[config.mk]
export PLATFORM = sky130hd
export DESIGN_NAME = blt_param_regs
export DESIGN_NICKNAME = d
export VERILOG_FILES = /design/src/rtl/blt_regs_pkg.sv /design/src/rtl/blt_alias_map.sv /design/src/rtl/blt_field_bank.sv /design/src/rtl/blt_launch_ctl.sv /design/src/rtl/blt_param_regs.sv
export SDC_FILE = /design/constraint.sdc
export NUM_CORES = 1
export LEC_CHECK = 0
export ABC_AREA = 1
export ABC_CLOCK_PERIOD_IN_PS = 1600
export BUFFER_PORTS_ARGS = -buffer_cell sky130_fd_sc_hd__buf_2
export CORE_MARGIN = 2
export CORE_UTILIZATION = 52
export CTS_CLUSTER_SIZE = 20
export DETAILED_ROUTE_END_ITERATION = 10
export PLACE_DENSITY = 0.8
export SLEW_MARGIN = 5
export SYNTH_ARGS = -nofsm -noshare
export SYNTH_HDL_FRONTEND = slang
export SYNTH_SLANG_ARGS = --single-unit
[constraint.sdc]
create_clock -name clk -period 1.6 [get_ports clk]
set_clock_uncertainty 0.1 [all_clocks]
set_input_delay 0.24 -clock clk [delete_from_list [all_inputs] [get_ports clk]]
set_output_delay 0.24 -clock clk [all_outputs]
set_load 0.03 [all_outputs]
[src/rtl/blt_regs_pkg.sv]
package blt_regs_pkg;
  // byte offsets on the memory-mapped port
  localparam logic [7:0] OFF_BG        = 8'h00;
  localparam logic [7:0] OFF_FG        = 8'h04;
  localparam logic [7:0] OFF_WID_LO    = 8'h08;
  localparam logic [7:0] OFF_WID_HI    = 8'h09;
  localparam logic [7:0] OFF_HGT_LO    = 8'h0A;
  localparam logic [7:0] OFF_HGT_HI    = 8'h0B;
  localparam logic [7:0] OFF_DPITCH_LO = 8'h0C;
  localparam logic [7:0] OFF_SPITCH_LO = 8'h0E;
  localparam logic [7:0] OFF_DADDR_LO  = 8'h10;
  localparam logic [7:0] OFF_SADDR_LO  = 8'h14;
  localparam logic [7:0] OFF_MODE      = 8'h18;
  localparam logic [7:0] OFF_ROP       = 8'h1A;
  localparam logic [7:0] OFF_CTRL      = 8'h1C;

  localparam int CTRL_GO_BIT       = 1;
  localparam int MODE_HOST_SRC_BIT = 2;

  typedef struct packed {
    logic       en;
    logic [7:0] off;
    logic [7:0] data;
  } byte_wr_t;
endpackage

[src/rtl/blt_alias_map.sv]
module blt_alias_map
  import blt_regs_pkg::*;
(
  input  logic [7:0] idx_i,
  output logic       hit_o,
  output logic [7:0] off_o
);
  always_comb begin
    hit_o = 1'b1;
    off_o = OFF_BG;
    case (idx_i)
      8'h00:   off_o = OFF_BG;
      8'h01:   off_o = OFF_BG + 8'd1;
      8'h10:   off_o = OFF_FG;
      8'h11:   off_o = OFF_FG + 8'd1;
      8'h12:   off_o = OFF_BG + 8'd2;
      8'h13:   off_o = OFF_FG + 8'd2;
      8'h14:   off_o = OFF_BG + 8'd3;
      8'h15:   off_o = OFF_FG + 8'd3;
      8'h20:   off_o = OFF_WID_LO;
      default: hit_o = 1'b0;
    endcase
  end
endmodule

[src/rtl/blt_field_bank.sv]
module blt_field_bank
  import blt_regs_pkg::*;
#(
  parameter int COLOR_BYTES        = 4,
  parameter int NARROW_COLOR_BYTES = 2,
  parameter int WIDE_WIDTH_BITS    = 13,
  parameter int NARROW_WIDTH_BITS  = 11,
  parameter int HEIGHT_BITS        = 10,
  parameter int PITCH_BITS         = 16,
  parameter int WIDE_ADDR_BITS     = 22,
  parameter int NARROW_ADDR_BITS   = 21,
  localparam int COLOR_W = COLOR_BYTES * 8
)(
  input  logic                      clk,
  input  logic                      rst_n,
  input  logic                      wide_sel,
  input  byte_wr_t                  wr,
  output logic [COLOR_W-1:0]        bg_o,
  output logic [COLOR_W-1:0]        fg_o,
  output logic [WIDE_WIDTH_BITS-1:0] width_o,
  output logic [HEIGHT_BITS-1:0]    height_o,
  output logic [PITCH_BITS-1:0]     dst_pitch_o,
  output logic [PITCH_BITS-1:0]     src_pitch_o,
  output logic [WIDE_ADDR_BITS-1:0] dst_addr_o,
  output logic [WIDE_ADDR_BITS-1:0] src_addr_o,
  output logic [7:0]                mode_o,
  output logic [7:0]                rop_o
);
  localparam int WID_HI_W  = WIDE_WIDTH_BITS - 8;
  localparam int WID_NHI_W = NARROW_WIDTH_BITS - 8;
  localparam int HGT_HI_W  = HEIGHT_BITS - 8;
  localparam int PIT_HI_W  = PITCH_BITS - 8;
  localparam int ADR_HI_W  = WIDE_ADDR_BITS - 16;
  localparam int ADR_NHI_W = NARROW_ADDR_BITS - 16;
  localparam logic [WID_HI_W-1:0] WID_NAR_MASK =
    {{(WID_HI_W-WID_NHI_W){1'b0}}, {WID_NHI_W{1'b1}}};
  localparam logic [ADR_HI_W-1:0] ADR_NAR_MASK =
    {{(ADR_HI_W-ADR_NHI_W){1'b0}}, {ADR_NHI_W{1'b1}}};

  function automatic logic [7:0] col_off(input int c, input int b);
    return ((c == 0) ? OFF_BG : OFF_FG) + 8'(b);
  endfunction

  // colours: byte lanes above the narrow width are gated by the strap
  logic [1:0][COLOR_BYTES-1:0][7:0] col_q;

  always_ff @(posedge clk or negedge rst_n) begin
    if (!rst_n) begin
      col_q <= '0;
    end else if (wr.en) begin
      for (int c = 0; c < 2; c++) begin
        for (int b = 0; b < COLOR_BYTES; b++) begin
          if ((wr.off == col_off(c, b)) && (wide_sel || (b < NARROW_COLOR_BYTES)))
            col_q[c][b] <= wr.data;
        end
      end
    end
  end

  assign bg_o = col_q[0];
  assign fg_o = col_q[1];

  // extent, mode and raster op
  logic [7:0]          wid_lo_q, hgt_lo_q, mode_q, rop_q;
  logic [WID_HI_W-1:0] wid_hi_q;
  logic [HGT_HI_W-1:0] hgt_hi_q;

  always_ff @(posedge clk or negedge rst_n) begin
    if (!rst_n) begin
      wid_lo_q <= '0;
      wid_hi_q <= '0;
      hgt_lo_q <= '0;
      hgt_hi_q <= '0;
      mode_q   <= '0;
      rop_q    <= '0;
    end else if (wr.en) begin
      case (wr.off)
        OFF_WID_LO: wid_lo_q <= wr.data;
        OFF_WID_HI: wid_hi_q <= wr.data[WID_HI_W-1:0] &
                                (wide_sel ? {WID_HI_W{1'b1}} : WID_NAR_MASK);
        OFF_HGT_LO: hgt_lo_q <= wr.data;
        OFF_HGT_HI: hgt_hi_q <= wr.data[HGT_HI_W-1:0];
        OFF_MODE:   mode_q   <= wr.data;
        OFF_ROP:    rop_q    <= wr.data;
        default: ;
      endcase
    end
  end

  assign width_o  = {wid_hi_q, wid_lo_q};
  assign height_o = {hgt_hi_q, hgt_lo_q};
  assign mode_o   = mode_q;
  assign rop_o    = rop_q;

  // destination (k=0) and source (k=1) pitch and address
  for (genvar k = 0; k < 2; k++) begin : g_surf
    localparam logic [7:0] PIT_BASE = (k == 0) ? OFF_DPITCH_LO : OFF_SPITCH_LO;
    localparam logic [7:0] ADR_BASE = (k == 0) ? OFF_DADDR_LO  : OFF_SADDR_LO;
    logic [7:0]          pit_lo_q, adr_b0_q, adr_b1_q;
    logic [PIT_HI_W-1:0] pit_hi_q;
    logic [ADR_HI_W-1:0] adr_b2_q;

    always_ff @(posedge clk or negedge rst_n) begin
      if (!rst_n) begin
        pit_lo_q <= '0;
        pit_hi_q <= '0;
        adr_b0_q <= '0;
        adr_b1_q <= '0;
        adr_b2_q <= '0;
      end else if (wr.en) begin
        if (wr.off == PIT_BASE)         pit_lo_q <= wr.data;
        if (wr.off == PIT_BASE + 8'd1)  pit_hi_q <= wr.data[PIT_HI_W-1:0];
        if (wr.off == ADR_BASE)         adr_b0_q <= wr.data;
        if (wr.off == ADR_BASE + 8'd1)  adr_b1_q <= wr.data;
        if (wr.off == ADR_BASE + 8'd2)
          adr_b2_q <= wr.data[ADR_HI_W-1:0] &
                      (wide_sel ? {ADR_HI_W{1'b1}} : ADR_NAR_MASK);
      end
    end

    if (k == 0) begin : g_dst
      assign dst_pitch_o = {pit_hi_q, pit_lo_q};
      assign dst_addr_o  = {adr_b2_q, adr_b1_q, adr_b0_q};
    end else begin : g_src
      assign src_pitch_o = {pit_hi_q, pit_lo_q};
      assign src_addr_o  = {adr_b2_q, adr_b1_q, adr_b0_q};
    end
  end

  // narrow variant keeps the upper colour lanes untouched
  assert_narrow_colour_hold_R3: assert property (@(posedge clk) disable iff (!rst_n)
    (wr.en && !wide_sel &&
     (wr.off == OFF_BG + 8'd2 || wr.off == OFF_BG + 8'd3 ||
      wr.off == OFF_FG + 8'd2 || wr.off == OFF_FG + 8'd3))
    |=> ($stable(bg_o) && $stable(fg_o)));

  // narrow width never exceeds its bit count after a high-byte write
  assert_width_mask_R4: assert property (@(posedge clk) disable iff (!rst_n)
    (wr.en && !wide_sel && wr.off == OFF_WID_HI)
    |=> (width_o[WIDE_WIDTH_BITS-1:NARROW_WIDTH_BITS] == '0));

  // narrow destination address clipped after a top-byte write
  assert_addr_mask_R7: assert property (@(posedge clk) disable iff (!rst_n)
    (wr.en && !wide_sel && wr.off == OFF_DADDR_LO + 8'd2)
    |=> (dst_addr_o[WIDE_ADDR_BITS-1:NARROW_ADDR_BITS] == '0));

  // mode byte written through
  assert_mode_write_R8: assert property (@(posedge clk) disable iff (!rst_n)
    (wr.en && wr.off == OFF_MODE) |=> (mode_o == $past(wr.data)));
endmodule

[src/rtl/blt_launch_ctl.sv]
module blt_launch_ctl
  import blt_regs_pkg::*;
#(
  parameter int ADDR_W = 22
)(
  input  logic              clk,
  input  logic              rst_n,
  input  logic              ctrl_wr_i,
  input  logic [7:0]        ctrl_data_i,
  input  logic [7:0]        mode_i,
  input  logic [ADDR_W-1:0] dst_addr_i,
  input  logic [ADDR_W-1:0] src_addr_i,
  input  logic              op_done_i,
  output logic              start_pulse_o,
  output logic              busy_o,
  output logic              host_wait_o,
  output logic [ADDR_W-1:0] dst_saved_o,
  output logic [ADDR_W-1:0] src_saved_o
);
  logic launch, host_src;
  logic busy_q, host_q, pulse_q;
  logic [ADDR_W-1:0] dsv_q, ssv_q;

  assign launch   = ctrl_wr_i && ctrl_data_i[CTRL_GO_BIT] && !busy_q;
  assign host_src = mode_i[MODE_HOST_SRC_BIT];

  always_ff @(posedge clk or negedge rst_n) begin
    if (!rst_n) begin
      busy_q  <= 1'b0;
      host_q  <= 1'b0;
      pulse_q <= 1'b0;
      dsv_q   <= '0;
      ssv_q   <= '0;
    end else begin
      pulse_q <= launch && !host_src;
      if (launch) begin
        busy_q <= 1'b1;
        if (host_src) begin
          host_q <= 1'b1;
          dsv_q  <= dst_addr_i;
          ssv_q  <= src_addr_i;
        end
      end else if (op_done_i) begin
        busy_q <= 1'b0;
        host_q <= 1'b0;
      end
    end
  end

  assign start_pulse_o = pulse_q;
  assign busy_o        = busy_q;
  assign host_wait_o   = host_q;
  assign dst_saved_o   = dsv_q;
  assign src_saved_o   = ssv_q;

  // the launch strobe lasts one cycle and comes with busy
  assert_pulse_single_R10: assert property (@(posedge clk) disable iff (!rst_n)
    start_pulse_o |=> !start_pulse_o);
  assert_pulse_busy_R10: assert property (@(posedge clk) disable iff (!rst_n)
    start_pulse_o |-> busy_o);

  // host-source launch snapshots addresses and does not pulse
  assert_host_launch_R11: assert property (@(posedge clk) disable iff (!rst_n)
    (ctrl_wr_i && ctrl_data_i[CTRL_GO_BIT] && !busy_o && mode_i[MODE_HOST_SRC_BIT])
    |=> (host_wait_o && !start_pulse_o && dst_saved_o == $past(dst_addr_i)
         && src_saved_o == $past(src_addr_i)));

  // no retrigger while busy; done ends the operation
  assert_no_retrigger_R12: assert property (@(posedge clk) disable iff (!rst_n)
    busy_o |=> !start_pulse_o);
  assert_done_clears_R12: assert property (@(posedge clk) disable iff (!rst_n)
    (op_done_i && busy_o) |=> (!busy_o && !host_wait_o));
endmodule

[src/rtl/blt_param_regs.sv]
module blt_param_regs
  import blt_regs_pkg::*;
#(
  parameter int COLOR_BYTES        = 4,
  parameter int NARROW_COLOR_BYTES = 2,
  parameter int WIDE_WIDTH_BITS    = 13,
  parameter int NARROW_WIDTH_BITS  = 11,
  parameter int HEIGHT_BITS        = 10,
  parameter int PITCH_BITS         = 16,
  parameter int WIDE_ADDR_BITS     = 22,
  parameter int NARROW_ADDR_BITS   = 21,
  localparam int COLOR_W = COLOR_BYTES * 8
)(
  input  logic                       clk,
  input  logic                       rst_n,
  input  logic                       wide_sel,
  input  logic                       mm_we,
  input  logic [7:0]                 mm_addr,
  input  logic [7:0]                 mm_wdata,
  input  logic                       gc_we,
  input  logic [7:0]                 gc_index,
  input  logic [7:0]                 gc_wdata,
  input  logic                       op_done,
  output logic [COLOR_W-1:0]         bg_color,
  output logic [COLOR_W-1:0]         fg_color,
  output logic [WIDE_WIDTH_BITS-1:0] xfer_width,
  output logic [HEIGHT_BITS-1:0]     xfer_height,
  output logic [PITCH_BITS-1:0]      dst_pitch,
  output logic [PITCH_BITS-1:0]      src_pitch,
  output logic [WIDE_ADDR_BITS-1:0]  dst_addr,
  output logic [WIDE_ADDR_BITS-1:0]  src_addr,
  output logic [7:0]                 xfer_mode,
  output logic [7:0]                 xfer_rop,
  output logic                       start_pulse,
  output logic                       busy,
  output logic                       host_wait,
  output logic [WIDE_ADDR_BITS-1:0]  dst_addr_saved,
  output logic [WIDE_ADDR_BITS-1:0]  src_addr_saved
);
  logic       alias_hit;
  logic [7:0] alias_off;
  byte_wr_t   wr;

  blt_alias_map u_alias (
    .idx_i (gc_index),
    .hit_o (alias_hit),
    .off_o (alias_off)
  );

  // the memory-mapped port wins a same-cycle collision
  always_comb begin
    if (mm_we) begin
      wr.en   = 1'b1;
      wr.off  = mm_addr;
      wr.data = mm_wdata;
    end else begin
      wr.en   = gc_we && alias_hit;
      wr.off  = alias_off;
      wr.data = gc_wdata;
    end
  end

  blt_field_bank #(
    .COLOR_BYTES        (COLOR_BYTES),
    .NARROW_COLOR_BYTES (NARROW_COLOR_BYTES),
    .WIDE_WIDTH_BITS    (WIDE_WIDTH_BITS),
    .NARROW_WIDTH_BITS  (NARROW_WIDTH_BITS),
    .HEIGHT_BITS        (HEIGHT_BITS),
    .PITCH_BITS         (PITCH_BITS),
    .WIDE_ADDR_BITS     (WIDE_ADDR_BITS),
    .NARROW_ADDR_BITS   (NARROW_ADDR_BITS)
  ) u_bank (
    .clk         (clk),
    .rst_n       (rst_n),
    .wide_sel    (wide_sel),
    .wr          (wr),
    .bg_o        (bg_color),
    .fg_o        (fg_color),
    .width_o     (xfer_width),
    .height_o    (xfer_height),
    .dst_pitch_o (dst_pitch),
    .src_pitch_o (src_pitch),
    .dst_addr_o  (dst_addr),
    .src_addr_o  (src_addr),
    .mode_o      (xfer_mode),
    .rop_o       (xfer_rop)
  );

  blt_launch_ctl #(.ADDR_W(WIDE_ADDR_BITS)) u_launch (
    .clk           (clk),
    .rst_n         (rst_n),
    .ctrl_wr_i     (wr.en && wr.off == OFF_CTRL),
    .ctrl_data_i   (wr.data),
    .mode_i        (xfer_mode),
    .dst_addr_i    (dst_addr),
    .src_addr_i    (src_addr),
    .op_done_i     (op_done),
    .start_pulse_o (start_pulse),
    .busy_o        (busy),
    .host_wait_o   (host_wait),
    .dst_saved_o   (dst_addr_saved),
    .src_saved_o   (src_addr_saved)
  );

  // indexed write is dropped when both ports strobe together
  assert_mm_priority_R13: assert property (@(posedge clk) disable iff (!rst_n)
    (mm_we && gc_we && mm_addr == OFF_ROP) |=> (xfer_rop == $past(mm_wdata)));
endmodule

==> run metrics, run 1 <==
number of distinct library cells after synthesis 25; Yosys top cell by area sky130_fd_sc_hd__dfrtp_1; Cells after Synth 961; Critical Path Start Type flop; root buf cell sky130_fd_sc_hd__clkbuf_16; standard cell with the maximum stage delay on the critical path sky130_fd_sc_hd__dfrtp_1; number of buffers on the longest clock path 3; CP Class flop to flop; Worst setup EP type flop; total congestion overflow 0; power density of the placed cells about 1300 mW/mm^2; critical register-to-register path startpoint u_launch.busy_o; maximum number of pins on one net before global-route repair 85; # nets final 1326; I/O Pins about 260; Tot Pwr between 15 and 20 mW; peak fanout along the critical path 21; cells traversed along the worst timing path inv_2 > nand3_2 > nor2_4 > nand3_4 > clkbuf_16 > a22oi_1; Post-Synthesis Net Count about 1000; final count of pins violating max slew 0; Fin. Hold Viols 0; HPWL reported at the end of detailed placement between 15000 and 20000 microns; number of failing setup endpoints in the final timing report 0; Synth area leaders sky130_fd_sc_hd__dfrtp_1, sky130_fd_sc_hd__nand2_1, sky130_fd_sc_hd__o21ai_0, sky130_fd_sc_hd__inv_1, sky130_fd_sc_hd__nand3_1; number of cell rows 47; share of flip-flops with an asynchronous set or reset after synthesis 1.00; area share of the leading cell type in the synthesized netlist 0.635; static leakage 6.57 nW; Avg Synthesized Cell Area about 9 sq um; sum of routed wire length over all layers 26800 microns; first-pass detailed-route iteration total 5; Worst R2R Path Depth 6; wire length of the first global-routing pass ~40000 microns; post-layout util 0.733; capture instance of the worst register-to-register path u_launch.host_wait_o; aggregate negative setup slack 0 ns; clock period minus worst slack 1.60 ns; initial antenna violation count 1; Port Buffer Count between 200 and 300; classification of the worst-slack hold path input port to async pin; effective utilization at floorplan 0.535; drt via density about 5.2; width of the die ~130 microns; count of unresolved DRC violations after routing 0; ys flop type sky130_fd_sc_hd__dfrtp_1; Die H ~130 microns; sinks on the clock net ~230; area of the die ~0.018 sq mm; EDFF count, synth 0; DR iter-0 viols 570; setup repair after global routing missed its margin true; delay of the slowest cell on the worst path around 0.39 ns; register area share after synthesis 0.635; maximum clock rate 626 MHz; number of register bits inferred by synthesis about 230; Final Wtd Congestion 0.890; clock slew seen by the registers of the worst setup and hold paths roughly 0.06 ns; Worst-Skew Late Latency between 0.5 and 0.6 ns; number of nets with antenna violations after routing 0; total standard cell area after synthesis ~0.0089 sq mm; Clock H-tree levels 1; Tightest Pin Transition about 0.70 ns; TritonCTS clock tree built; synthesis-to-layout area growth 37.0%; most numerous cell types in the synthesized netlist sky130_fd_sc_hd__nand2_1, sky130_fd_sc_hd__dfrtp_1, sky130_fd_sc_hd__o21ai_0; maximum resistive drop on vdd roughly 960 uV; vias in the first global route roughly 7600; most used standard cell by instance count after synthesis sky130_fd_sc_hd__nand2_1; run status complete, no violations; CTS buffer count 23; Data required, critical path ~1.9 ns; count of synthesis-stage warnings from yosys 0; ratio of cells with drive above 1 in the final layout 0.343; number of maximum-capacitance constraint violations 0; period utilization 0.998; routed wirelength normalized by instance count around 18 microns; filler cell count approximately 1200; overall fraction of global-route tracks in use 0.277; slack of the worst reg-to-reg path 0.003 ns; headroom to the max-slew limit 0.531; arrival time at the worst endpoint roughly 1.9 ns; Via Count approximately 8000; area of the core between 0.015 and 0.02 sq mm
-- stage by stage --
stage	area, sq um	setup slack (ns)	hold WS [ns]	instances
2_1_floorplan	9140	-0.102	-0.156	961
3_3_place_gp	11300	-0.315	0.0835	1473
3_5_place_dp	11300	-0.342	0.0816	1473
4_1_cts	12000	0.0164	0.134	1516
5_1_grt	12200	-0.0909	0.152	1524
6_report	12200	0.00295	0.142	1524
-- critical path, delay by kind of cell (launching register included) --
kind / cells / cell delay, ns
AO/OA/AOI/OAI: 1 / 0.19
buffers and inverters: 2 / 0.38
flip-flops: 1 / 0.39
AND/OR/NAND/NOR: 3 / 0.44
-- repair_timing --
action / 4_1_cts / 5_1_grt
setup buffers: 0 / 1
hold buffers: 3 / 0
endpoints found under the hold margin: 231 / 0
setup endpoints to repair: 0 / 48
gates resized for setup: 0 / 16
-- cell families after synthesis --
kind of cell,synth area share
AOI/OAI and AO/OA,0.108
and+or+nand+nor,0.204
buffers and inverters,0.0521
DFF,0.635
-- placed cells by master (no fill, tap or decap), types with 7 or more instances in the layout --
cell,Yosys,final
sky130_fd_sc_hd__clkbuf_8,0,7
sky130_fd_sc_hd__buf_4,1,56
sky130_fd_sc_hd__o21ai_0,151,140
sky130_fd_sc_hd__nand3_2,5,10
sky130_fd_sc_hd__inv_1,68,60
sky130_fd_sc_hd__nand3_1,43,36
sky130_fd_sc_hd__nand2_2,4,15
sky130_fd_sc_hd__nor2_1,18,12
sky130_fd_sc_hd__o21ai_1,37,43
sky130_fd_sc_hd__buf_2,11,262
sky130_fd_sc_hd__dfrtp_1,226,225
sky130_fd_sc_hd__clkbuf_16,0,26
sky130_fd_sc_hd__nand2_1,322,306
sky130_fd_sc_hd__nand4_1,18,18
sky130_fd_sc_hd__buf_12,0,18
sky130_fd_sc_hd__inv_2,3,7
-- sequential cells by signal, indices dropped and copies added, names as in the netlist --
signal                  count
u_bank.bg_o                32
u_bank.fg_o                32
u_bank.g_surf.adr_b0_q     16
u_bank.g_surf.adr_b1_q     16
u_bank.g_surf.adr_b2_q     12
u_bank.g_surf.pit_hi_q     16
u_bank.g_surf.pit_lo_q     16
u_bank.hgt_hi_q             2
u_bank.hgt_lo_q             8
u_bank.mode_o               8
u_bank.rop_o                8
u_bank.wid_hi_q             5
u_bank.wid_lo_q             8
u_launch.busy_o             1
u_launch.dst_saved_o       22
u_launch.host_wait_o        1
u_launch.src_saved_o       22
u_launch.start_pulse_o      1
-- layer usage --
| layer | global-route usage | share of wire |
|---|---|---|
| met4 | 0.108 | 0.034 |
| met2 | 0.459 | 0.50 |
| met3 | 0.0432 | 0.058 |
| met5 | 0 | 0 |
| met1 | 0.371 | 0.41 |
-- worst max path at each step --
stage               startpoint                      endpoint  slack (ns)  cells after the start
3_5_place_dp       gc_index[7]  u_bank.g_surf[0].pit_lo_q[7]       -0.34                     12
4_1_cts        u_launch.busy_o      u_launch.src_saved_o[15]        0.02                      7
3_3_place_gp       gc_index[7]  u_bank.g_surf[1].pit_hi_q[7]       -0.32                     13
2_1_floorplan       mm_addr[6]      u_launch.dst_saved_o[21]       -0.10                     10
6_report       u_launch.busy_o          u_launch.host_wait_o       0.003                      6
5_1_grt        u_launch.busy_o      u_launch.dst_saved_o[18]       -0.09                      6
-- power breakdown --
group	total (mW)	internal [mW]	switching, mW
clock network	5.30	3.14	2.16
logic	3.59	1.01	2.58
registers	6.86	6.41	0.455
-- layout make-up --
cell class              count  area, sq um  area share
flip-flops and latches    226         5660       0.464
inverters                  71          289      0.0237
clock buffers              34          687      0.0563
well taps                 220          275      0.0226
clock inverters             6         70.1     0.00574
repair buffers            346         2250       0.184
multi-input cells         620         2980       0.244
diodes                      1         2.50    0.000205
(Power assumes the default switching activity.)
==> run 2, diff against run 1 <==
- CORE_UTILIZATION: 52 -> 50
- PLACE_DENSITY: 0.8 -> 0.78
==> run 2 against run 1 <==
The run now ends with setup timing left; die area up 3.9%; sequential cell count unchanged; register-to-register slack worse by 0.20 ns; sequential share of layout area down 0.42 points; critical path type unchanged; critical endpoint is now u_launch.dst_saved_o[16]; highest routed layer unchanged.
==> run metrics, run 2 (same netlist as run 1, synthesis figures left out) <==
drt via density 5.26 (+0.21%); width of the die 137 microns (+1.9%); # nets final 1337 (+0.83%); met1 capacity usage during global routing 0.373 (+0.00185); Critical Path Start Type flop; area of the die 0.0189 sq mm (+3.9%); CP Class flop to flop; number of buffers on the longest clock path 3 (unchanged); FF+latch area 0.00566 sq mm (unchanged); Worst setup EP type flop; initial antenna violation count 1 (unchanged); tightest hold margin 0.118 ns (-0.0238 ns); cells traversed along the worst timing path inv_2 > nand3_2 > nor2_4 > nand3_4 > clkbuf_16 > o21ai_0; global-route track usage on met3 0.0445 (+0.00135); headroom to the max-slew limit 0.738 (+0.207); GRT Max-Usage Layer met2; number of cell rows 48 (+2.1%); Final Wtd Congestion 0.861 (-3.3%); post-layout util 0.709 (-0.0238); Clock H-tree levels 1 (unchanged); Worst-Skew Late Latency 0.51 ns (about the same); Die H 137 microns (+1.9%); HPWL reported at the end of detailed placement 18600 microns (+2.4%); commonest non-fill, non-tap cells in the layout sky130_fd_sc_hd__nand2_1, sky130_fd_sc_hd__buf_2, sky130_fd_sc_hd__dfrtp_1; number of maximum-capacitance constraint violations 0 (unchanged); vias in the first global route 7556 (-0.59%); area of the core 0.0174 sq mm (+4.3%); number of nets with antenna violations after routing 0 (unchanged); Worst R2R Path Depth 6 (unchanged); overall fraction of global-route tracks in use 0.273 (-0.00440); total congestion overflow 0 (unchanged); minimum setup slack in the final design -0.201 ns (-0.204 ns); number of failing setup endpoints in the final timing report 2 (+2); Port Buffer Count 263 (unchanged); Fin. Hold Viols 0 (unchanged); clock period minus worst slack 1.80 ns (+0.204 ns); root buf cell sky130_fd_sc_hd__clkbuf_16; TritonCTS clock tree built; clock slew seen by the registers of the worst setup and hold paths 0.07 ns (about the same); effective utilization at floorplan 0.513 (-0.0220); classification of the worst-slack hold path input port to flop; standard cell with the maximum stage delay on the critical path sky130_fd_sc_hd__dfrtp_1; setup repair after global routing missed its margin true; final count of pins violating max slew 0 (unchanged); Tot Pwr 16.1 mW (+2.0%); maximum clock rate 555 MHz (-11%); power density of the placed cells 1300 mW/mm^2 (+1.1%); maximum number of pins on one net before global-route repair 90 (+5.9%); static leakage 6.63 nW (+0.88%); GR met2 Demand/Resource 0.439 (-0.0196); failing checks setup timing; aggregate negative setup slack -0.212 ns (-0.212 ns); wire length of the first global-routing pass 40000 microns (+0.75%); routed wirelength normalized by instance count 17.6 microns (+0.26%); worst hold path stage count 4; sum of routed wire length over all layers 27100 microns (+1.2%); slack of the worst reg-to-reg path -0.20 ns (-0.20 ns); DR iter-0 viols 538 (-5.6%); synthesis-to-layout area growth 38.3%; peak fanout along the critical path 44 (+110%); run status finished, violations left; commonest non-fill, non-tap cell in the layout sky130_fd_sc_hd__nand2_1; delay of the slowest cell on the worst path 0.40 ns (about the same); first-pass detailed-route iteration total 5 (unchanged); sinks on the clock net 226 (unchanged); count of unresolved DRC violations after routing 0 (unchanged); Tightest Pin Transition 0.394 ns (-0.309 ns); ratio of cells with drive above 1 in the final layout 0.346 (+0.00298); Via Count 8086 (+1.1%); Data required, critical path 1.88 ns (-0.02 ns); period utilization 1.13 (+0.128); I/O Pins 264 (unchanged); arrival time at the worst endpoint 2.08 ns (+0.18 ns); filler cell count 1305 (+8.1%); Multi-input gate area 0.00297 sq mm (-0.25%); maximum resistive drop on vdd 1000 uV (+4.5%); CTS buffer count 23 (unchanged)
-- run 2: changes by cell type in the layout (fill, tap and decap cells not counted), moves of 2 or more --
cell,change
sky130_fd_sc_hd__bufinv_16,+3
sky130_fd_sc_hd__clkbuf_8,-3
sky130_fd_sc_hd__o21ai_0,+6
sky130_fd_sc_hd__buf_6,-2
sky130_fd_sc_hd__buf_4,+14
sky130_fd_sc_hd__clkinv_2,-3
sky130_fd_sc_hd__o21ai_1,-4
sky130_fd_sc_hd__o21ai_2,-2
-- run 2: final cells by class --
| type | instances | area share |
|---|---|---|
| inverter | 71 | 0.0235 |
| clock inverter | 7 | 0.0115 |
| clock buffer | 31 | 0.0524 |
| antenna | 1 | 0.000203 |
| sequential | 226 | 0.459 |
| multi-input combinational | 620 | 0.241 |
| tap | 225 | 0.0229 |
| timing repair buffer | 357 | 0.189 |
-- run 2: per-stage QoR --
stage          area, sq um  std cells  setup WS (ns)
3_5_place_dp         11300       1491         -0.403
5_1_grt              12300       1538         -0.200
2_1_floorplan         9140        961         -0.102
3_3_place_gp         11300       1491         -0.342
4_1_cts              12200       1532         0.0363
6_report             12300       1538         -0.201
-- run 2: routing by layer --
metal | vias up | part of all wire
met5 | - | 0
met1 | 3874 | 0.40
met3 | 74 | 0.070
met2 | 353 | 0.49
li1 | 3785 | -
met4 | 0 | 0.040
-- run 2: timing repair --
action / in CTS / in global routing
hold buffers: 3 / 0
gates cloned: 0 / 4
setup endpoints to repair: 2 / 41
resized for setup: 2 / 8
hold endpoints to repair: 232 / 0
setup buffers: 0 / 1
-- run 2: path summary, 6_finish.rpt --
kind / from / endpoint
min in group asynchronous: rst_n / u_bank.g_surf[1].pit_hi_q[3]
worst min register to register: u_bank.bg_o[27] / u_bank.bg_o[27]
worst max-delay path: u_launch.busy_o / u_launch.dst_saved_o[16]
worst min-delay path: gc_wdata[5] / u_bank.bg_o[5]
worst max register to register: u_launch.busy_o / u_launch.dst_saved_o[16]
max in group asynchronous: rst_n / u_bank.bg_o[11]
-- run 2: power by group --
part / total, mW / leakage [nW] / switching, mW / internal, mW
sequential: 6.86 / 3.04 / 0.455 / 6.41
clock: 5.59 / 0.382 / 2.13 / 3.46
combinational: 3.62 / 3.21 / 2.59 / 1.03
-- run 2: worst max-delay path, delay by kind of cell, from the launching register on --
family / cells / cell delay, ns
flops: 1 / 0.40
compound gates: 1 / 0.35
buf+inv: 2 / 0.39
simple gates: 3 / 0.42
